### src/rtl/xbar_arb_pkg.sv
package xbar_arb_pkg;

    typedef enum logic {
        KIND_INSTR = 1'b0,
        KIND_DATA  = 1'b1
    } miss_kind_e;

endpackage

### src/rtl/xbar_miss_credit.sv
module xbar_miss_credit
    import xbar_arb_pkg::*;
#(
    parameter int unsigned MISS_PER_KIND = 8
) (
    input  logic clk,
    input  logic rst_n,
    input  logic take,
    input  logic take_kind,
    input  logic ret_i,
    input  logic ret_d,
    output logic ok_i,
    output logic ok_d
);
    localparam int unsigned CW = $clog2(MISS_PER_KIND + 1);
    localparam logic [CW-1:0] CMAX = CW'(MISS_PER_KIND);

    typedef struct packed {
        logic [CW-1:0] cnt_i;
        logic [CW-1:0] cnt_d;
    } cred_t;

    cred_t c_d, c_q;

    always_comb begin
        c_d = c_q;
        if (take && (miss_kind_e'(take_kind) == KIND_INSTR)) c_d.cnt_i = c_d.cnt_i + 1'b1;
        if (ret_i && (c_q.cnt_i != '0))                      c_d.cnt_i = c_d.cnt_i - 1'b1;
        if (take && (miss_kind_e'(take_kind) == KIND_DATA))  c_d.cnt_d = c_d.cnt_d + 1'b1;
        if (ret_d && (c_q.cnt_d != '0))                      c_d.cnt_d = c_d.cnt_d - 1'b1;
    end

    always_ff @(posedge clk) begin
        if (!rst_n) c_q <= '0;
        else        c_q <= c_d;
    end

    assign ok_i = (c_q.cnt_i < CMAX);
    assign ok_d = (c_q.cnt_d < CMAX);

    // outstanding count of either side never exceeds its limit
    a_r7_no_overflow: assert property (@(posedge clk) disable iff (!rst_n)
        (c_q.cnt_i <= CMAX) && (c_q.cnt_d <= CMAX));

endmodule

### src/rtl/xbar_oldest_pick.sv
module xbar_oldest_pick #(
    parameter int unsigned N_REQ = 8
) (
    input  logic [N_REQ-1:0]         elig,
    input  logic [N_REQ*N_REQ-1:0]   older,
    output logic                     found,
    output logic [$clog2(N_REQ)-1:0] idx
);
    localparam int unsigned RW = $clog2(N_REQ);

    logic [N_REQ-1:0] cand;

    always_comb begin
        for (int i = 0; i < N_REQ; i++) begin
            cand[i] = elig[i];
            for (int j = 0; j < N_REQ; j++) begin
                if ((j != i) && elig[j] && !older[i*N_REQ + j]) cand[i] = 1'b0;
            end
        end
        found = 1'b0;
        idx   = '0;
        for (int i = 0; i < N_REQ; i++) begin
            if (cand[i] && !found) begin
                found = 1'b1;
                idx   = RW'(i);
            end
        end
    end

endmodule

### src/rtl/xbar_age_arbiter.sv
module xbar_age_arbiter
    import xbar_arb_pkg::*;
#(
    parameter int unsigned N_REQ         = 8,
    parameter int unsigned N_TGT         = 9,
    parameter int unsigned MISS_PER_KIND = 8
) (
    input  logic                             clk,
    input  logic                             rst_n,
    input  logic [N_REQ-1:0]                 req_v,
    input  logic [N_REQ*$clog2(N_TGT)-1:0]   req_tgt,
    input  logic [N_REQ-1:0]                 req_wr,
    input  logic [N_REQ-1:0]                 req_kind,
    input  logic [N_REQ-1:0]                 done_i,
    input  logic [N_REQ-1:0]                 done_d,
    output logic [N_REQ-1:0]                 gnt,
    output logic [N_TGT-1:0]                 tgt_gnt_v,
    output logic [N_TGT*$clog2(N_REQ)-1:0]   tgt_gnt_src
);
    localparam int unsigned TW = $clog2(N_TGT);
    localparam int unsigned RW = $clog2(N_REQ);
    localparam logic [TW-1:0] TGT_LAST = TW'(N_TGT - 1);

    typedef struct packed {
        logic [N_REQ-1:0]       pend;
        logic [N_REQ*TW-1:0]    ptgt;
        logic [N_REQ-1:0]       pwr;
        logic [N_REQ*N_REQ-1:0] older;
        logic [N_TGT-1:0]       lock_v;
        logic [N_TGT*RW-1:0]    lock_own;
        logic [N_TGT-1:0]       gv;
        logic [N_TGT*RW-1:0]    gsrc;
    } arb_t;

    arb_t s_d, s_q;

    logic [TW-1:0]    rt     [N_REQ];
    logic [RW-1:0]    own_t  [N_TGT];
    logic [N_REQ-1:0] elig   [N_TGT];
    logic [N_REQ-1:0] kind_ok, acc_s, acc_n, ok_i, ok_d;
    logic [N_TGT-1:0] s_hit, win_v;
    logic [RW-1:0]    win_idx [N_TGT];

    // credit counters, one pair per requester
    generate
        for (genvar r = 0; r < N_REQ; r++) begin : g_cred
            xbar_miss_credit #(.MISS_PER_KIND(MISS_PER_KIND)) u_cred (
                .clk       (clk),
                .rst_n     (rst_n),
                .take      (acc_n[r] | acc_s[r]),
                .take_kind (req_kind[r]),
                .ret_i     (done_i[r]),
                .ret_d     (done_d[r]),
                .ok_i      (ok_i[r]),
                .ok_d      (ok_d[r])
            );
        end
    endgenerate

    // request decode: stream continuation, normal capture, eligibility
    always_comb begin
        for (int r = 0; r < N_REQ; r++) begin
            rt[r]      = req_tgt[r*TW +: TW];
            kind_ok[r] = req_kind[r] ? ok_d[r] : ok_i[r];
        end
        acc_s = '0;
        for (int t = 0; t < N_TGT; t++) begin
            own_t[t] = s_q.lock_own[t*RW +: RW];
            s_hit[t] = s_q.lock_v[t] && req_v[own_t[t]] && req_wr[own_t[t]]
                       && (rt[own_t[t]] == TW'(t)) && kind_ok[own_t[t]];
            if (s_hit[t]) acc_s[own_t[t]] = 1'b1;
        end
        for (int r = 0; r < N_REQ; r++) begin
            acc_n[r] = req_v[r] && !s_q.pend[r] && (rt[r] <= TGT_LAST)
                       && kind_ok[r] && !acc_s[r];
        end
        for (int t = 0; t < N_TGT; t++) begin
            for (int r = 0; r < N_REQ; r++) begin
                elig[t][r] = s_q.pend[r] && (s_q.ptgt[r*TW +: TW] == TW'(t))
                             && !s_q.lock_v[t];
            end
        end
    end

    // one oldest-first picker per target
    generate
        for (genvar t = 0; t < N_TGT; t++) begin : g_pick
            xbar_oldest_pick #(.N_REQ(N_REQ)) u_pick (
                .elig  (elig[t]),
                .older (s_q.older),
                .found (win_v[t]),
                .idx   (win_idx[t])
            );
        end
    endgenerate

    // next state
    always_comb begin
        s_d = s_q;
        for (int t = 0; t < N_TGT; t++) begin
            if (win_v[t]) s_d.pend[win_idx[t]] = 1'b0;
        end
        for (int r = 0; r < N_REQ; r++) begin
            if (acc_n[r]) begin
                s_d.pend[r]             = 1'b1;
                s_d.ptgt[r*TW +: TW]    = rt[r];
                s_d.pwr[r]              = req_wr[r];
                for (int j = 0; j < N_REQ; j++) begin
                    if (j != r) begin
                        s_d.older[r*N_REQ + j] = acc_n[j] ? (r < j) : 1'b0;
                        s_d.older[j*N_REQ + r] = acc_n[j] ? (j < r) : 1'b1;
                    end
                end
            end
        end
        for (int t = 0; t < N_TGT; t++) begin
            s_d.gv[t]              = s_hit[t] | win_v[t];
            s_d.gsrc[t*RW +: RW]   = s_hit[t] ? own_t[t] : win_idx[t];
            if (!s_hit[t]) begin
                if (win_v[t] && s_q.pwr[win_idx[t]]) begin
                    s_d.lock_v[t]              = 1'b1;
                    s_d.lock_own[t*RW +: RW]   = win_idx[t];
                end else begin
                    s_d.lock_v[t] = 1'b0;
                end
            end
        end
    end

    always_ff @(posedge clk) begin
        if (!rst_n) s_q <= '0;
        else        s_q <= s_d;
    end

    logic [N_TGT-1:0] hit_m [N_REQ];

    always_comb begin
        for (int r = 0; r < N_REQ; r++) begin
            for (int t = 0; t < N_TGT; t++) begin
                hit_m[r][t] = s_q.gv[t] && (s_q.gsrc[t*RW +: RW] == RW'(r));
            end
            gnt[r] = |hit_m[r];
        end
    end

    assign tgt_gnt_v   = s_q.gv;
    assign tgt_gnt_src = s_q.gsrc;

    generate
        for (genvar r = 0; r < N_REQ; r++) begin : g_chk_req
            // a requester is granted on at most one target per cycle
            a_r4_one_target_per_req: assert property (@(posedge clk) disable iff (!rst_n)
                $onehot0(hit_m[r]));
            // every grant stems from a captured request or a stream write
            a_r1_grant_has_origin: assert property (@(posedge clk) disable iff (!rst_n)
                gnt[r] |-> ($past(s_q.pend[r]) || $past(acc_s[r])));
        end
        for (genvar t = 0; t < N_TGT; t++) begin : g_chk_tgt
            // a held target always shows a grant to its holder
            a_r5_hold_matches_grant: assert property (@(posedge clk) disable iff (!rst_n)
                s_q.lock_v[t] |-> (s_q.gv[t] && (s_q.gsrc[t*RW +: RW] == s_q.lock_own[t*RW +: RW])));
            // hold ends unless the holder sent a stream write
            a_r6_hold_release: assert property (@(posedge clk) disable iff (!rst_n)
                (s_q.lock_v[t] && !s_hit[t]) |=> !s_q.lock_v[t]);
        end
    endgenerate

endmodule

### config.mk
export PLATFORM = sky130hd
export DESIGN_NAME = xbar_age_arbiter
export DESIGN_NICKNAME = d
export VERILOG_FILES = /design/src/rtl/xbar_arb_pkg.sv /design/src/rtl/xbar_miss_credit.sv /design/src/rtl/xbar_oldest_pick.sv /design/src/rtl/xbar_age_arbiter.sv
export SDC_FILE = /design/constraint.sdc
export NUM_CORES = 1
export LEC_CHECK = 0
export CAP_MARGIN = 20
export CELL_PAD_IN_SITES_DETAIL_PLACEMENT = 0
export CELL_PAD_IN_SITES_GLOBAL_PLACEMENT = 1
export CORE_MARGIN = 4
export CORE_UTILIZATION = 40
export CTS_BUF_LIST = sky130_fd_sc_hd__clkbuf_4
export DETAILED_ROUTE_END_ITERATION = 12
export MAX_ROUTING_LAYER = met4
export PLACE_DENSITY = 0.78
export SETUP_SLACK_MARGIN = 0.4
export SLEW_MARGIN = 20
export SYNTH_ARGS = -nofsm -noshare
export SYNTH_HDL_FRONTEND = slang
export SYNTH_SLANG_ARGS = --single-unit
### constraint.sdc
create_clock -name clk -period 5.6 [get_ports clk]
set_input_delay 1.68 -clock clk [delete_from_list [all_inputs] [get_ports clk]]
set_output_delay 1.68 -clock clk [all_outputs]
set_load 0.03 [all_outputs]
==> impl_results.md <==
- Clock tree buffer depth: 3
- Total CTS buffers: 71
- CTS tree: yes
- Crit-path slowest cell: clkdlybuf4s50_1
- Post-synth design cell area: 23,600 um^2
- Worst EP arrival: 5.83 ns
- Cell Int Power: 4.78 mW
- Max-slew headroom: 19.9%
- Outcome: completed
- Mapped Nets: 3,385
- Initial Util: 40.7%
- Switching Share: 47.9%
- DIE AREA: 63,000 um^2
- Cell Rows: 88
- Io pins: 118
- Initial antenna violation count: 14
- Final hold vios: 0
- Flop pwr share: 31.4%
- Vias in the first global route: 29,900
- Pwr/cell area: 318 nW/um^2
- CP delay by family, top: simple AND/OR/NAND/NOR gates
- RSZ-0062 raised after global routing: yes
- Post-DP HPWL: 113,000 um
- Gr usage total: 46.8%
- H-tree levels: 3
- Mapped Avg Cell Area: 7.23 um^2
- Async SR Flop Fraction: 0%
- Bufs and invs on worst path: 5
- Leading area contributor after synthesis: dfxtp_1
- Clock share of power: 19.4%
- Largest net degree at the start of global routing: 100
- Max-cap violation count: 0
- Most frequent cells in the layout: buf_4, nor2_1, nand2_1
- Worst Setup Slack post-DPL: -0.645 ns
- Port Buffers: 117
- ANT nets after route: 0
- Vias per cell: 7.14
- Fraction of the yosys area taken by sequential cells: 20.4%
- Most frequent CP cell: buf_4
- Setup WS post-layout: 0.422 ns
- Max stage delay on crit path: 0.58 ns
- Die width: 251 um
- Post-CTS setup buffers: 0
- Worst setup SP type: input pin
- Detailed Route Iter0 Violations: 4,717
- Share of cells above drive strength 1: 18.7%
- Tightest Pin Transition: 1.20 ns
- Worst IR Drop VDD: 0.340 mV
- Critical Path, Cell by Cell: clkdlybuf4s50_1 -> nor2_2 -> a221oi_1 -> a2111oi_0 -> nand4_1 -> buf_4 -> buf_4 -> nor4_2 -> nor4_1 -> buf_4 -> a41oi_2 -> buf_4 -> nor2_1 -> a21oi_1 -> ha_1 -> nand2_1 -> xnor2_1 -> and3_1 -> nor3_1
- Clock-pin slew on the worst setup and hold paths: 0.06 ns
- Synth Register Bits: 240
- Die H: 251 um
- Area growth syn-to-layout: 22.4%
- First-pass GRT wire length: 212,000 um
- CP Class: in -> reg
- Final WL: 151,000 um
- RePlAce Congestion: 1.20
- Final Core Density: 49.8%
- CORE AREA: 58,000 um^2
- Hold buffers post-CTS: 0
- Tot Pwr: 9.17 mW
- Pleak: 10.7 nW
- Min cycle time layout: 5.18 ns
- Number of setup violations in the final report: 0
- Via Count: 31,400
- Post-synthesis cell count: 3,263
- Drt drc: 0
- EDFF count, synth: 0
- CP endpoint kind: register
- Ys flop type: dfxtp_1
- Clk sinks: 240
- Hold/Removal Path Class: reg -> reg
- Worst-Skew Late Latency: 0.90 ns
- YS warnings: 0
- P_sw: 4.39 mW
- Share of total power in combinational logic: 49.2%
- Yosys cell types: 111
- 1st-pass router iterations: 7
- Maximum clock rate: 193 MHz
- CP Max Fanout: 6
- Clock skew: 0.110 ns
- Period utilization: 92.5%
- Yosys top cell area share: 20.4%
- Commonest non-fill, non-tap cell in the layout: buf_4
- GRT overflow: 0
- NumNets Final: 3,693
- WL/cell: 34.2 um
- WP data required: 6.26 ns
- Root Driver: clkbuf_4
- Most area-consuming cells after synthesis: dfxtp_1, nor2_1, nor3_1, mux2i_1, nand2_1
- Final Max Slew Viols: 0
[registers in the layout, summed over array words and instances (netlist names)]
signal,flops
s_q,113
tgt_gnt_src,27
g_cred.u_cred.c_q,64
tgt_gnt_v,9
own_t,27
[cell usage after synthesis (23+ instances only)]
| library cell | number |
|---|---|
| and2_1 | 39 |
| buf_2 | 42 |
| dfxtp_1 | 240 |
| o21ai_0 | 70 |
| a211oi_1 | 36 |
| nor2_1 | 318 |
| or3_1 | 76 |
| nand4_1 | 37 |
| nor2b_1 | 40 |
| a2111oi_0 | 38 |
| nor4_1 | 71 |
| ha_1 | 48 |
| inv_1 | 120 |
| buf_4 | 41 |
| o2111ai_1 | 43 |
| nand2_1 | 243 |
| clkbuf_1 | 189 |
| o22a_1 | 23 |
| a31oi_1 | 40 |
| nand2b_1 | 69 |
| o31ai_1 | 25 |
| and3_1 | 36 |
| a21oi_1 | 174 |
| o22ai_1 | 83 |
| o211ai_1 | 24 |
| or2_2 | 36 |
| nor3_1 | 236 |
| or4_1 | 64 |
| nand3_1 | 93 |
| mux2i_1 | 106 |
| xnor2_1 | 35 |
[timing repair]
| action | 4_1_cts | 5_1_grt |
|---|---|---|
| hold endpoints to repair | 0 | 0 |
| endpoints found under the setup margin | 3 | 29 |
| pin swaps | 0 | 2 |
| resized for setup | 4 | 17 |
[metal layers]
layer / vias up / GRT usage (%) / wire [um]
met5: - / - / 0
met4: 0 / 34.6 / 14500
met3: 882 / 17.7 / 22200
met2: 2756 / 66.1 / 61200
met1: 14800 / 53.7 / 52600
li1: 13000 / - / -
[worst register-to-register path, delay by kind of cell, from the launching register on]
family	cells	cell delay [ns]
simple gates	5	1.68
compound gates	3	1.64
flops	1	1.08
mux	2	0.59
[metrics by stage]
stage / setup TNS [ns] / hold slack [ns] / instance area (um^2) / instances
finish: 0 / 0.497 / 28900 / 4398
global route: 0 / 0.529 / 28900 / 4397
CTS: 0 / 0.498 / 28700 / 4382
detailed placement: -12.79 / 0.490 / 27800 / 4263
global placement: -15.68 / 0.465 / 27800 / 4263
floorplan: 0 / 0.467 / 23600 / 3263
[cells by family (layout without fill, tap and decap cells)]
| family | count (synthesis) | in the layout | synth area share (%) |
|---|---|---|---|
| AOI/OAI and AO/OA | 841 | 841 | 25.9 |
| xor gates and xnor gates | 45 | 45 | 1.90 |
| adders and majority gates | 48 | 48 | 2.54 |
| buffers and inverters | 418 | 772 | 7.54 |
| DFF | 240 | 240 | 20.4 |
| muxes | 141 | 141 | 6.80 |
| other | 0 | 16 | 0 |
| and+or+nand+nor | 1530 | 1530 | 35.0 |
[layout make-up]
cell class,count,area (um^2)
Timing Repair Buffer,531,4580
Antenna cell,16,40.0
Tap cell,765,957
Fill cell,5776,29100
Sequential cell,240,4800
Multi-Input combinational cell,2605,17200
Clock inverter,25,176
Clock buffer,94,706
Inverter,122,463
[power groups by stage]
| stage | clock network (mW) | logic (mW) | registers [mW] |
|---|---|---|---|
| global route | 1.89 | 4.81 | 2.88 |
| CTS | 1.80 | 4.34 | 2.80 |
| finish | 1.78 | 4.51 | 2.88 |
| detailed placement | 0 | 4.31 | 2.83 |
| global placement | 0 | 4.14 | 2.81 |
| floorplan | 0 | 2.77 | 2.38 |
[path summary, 6_finish.rpt]
| path | startpoint | endpoint | slack, ns | cells past startpoint |
|---|---|---|---|---|
| worst min-delay path | s_q[93]$_SDFFE_PN0P_ | s_q[93]$_SDFFE_PN0P_ | 0.50 | 2 |
| worst max-delay path | req_tgt[26] | g_cred[3].u_cred.c_q[6]$_SDFF_PN0_ | 0.42 | 19 |
| worst max register to register | s_q[71]$_SDFFE_PN0N_ | own_t[1]$_SDFFE_PN0P_ | 0.54 | 10 |
| worst min register to register | s_q[93]$_SDFFE_PN0P_ | s_q[93]$_SDFFE_PN0P_ | 0.50 | 2 |
No activity file was read; power rests on OpenSTA's default activity.
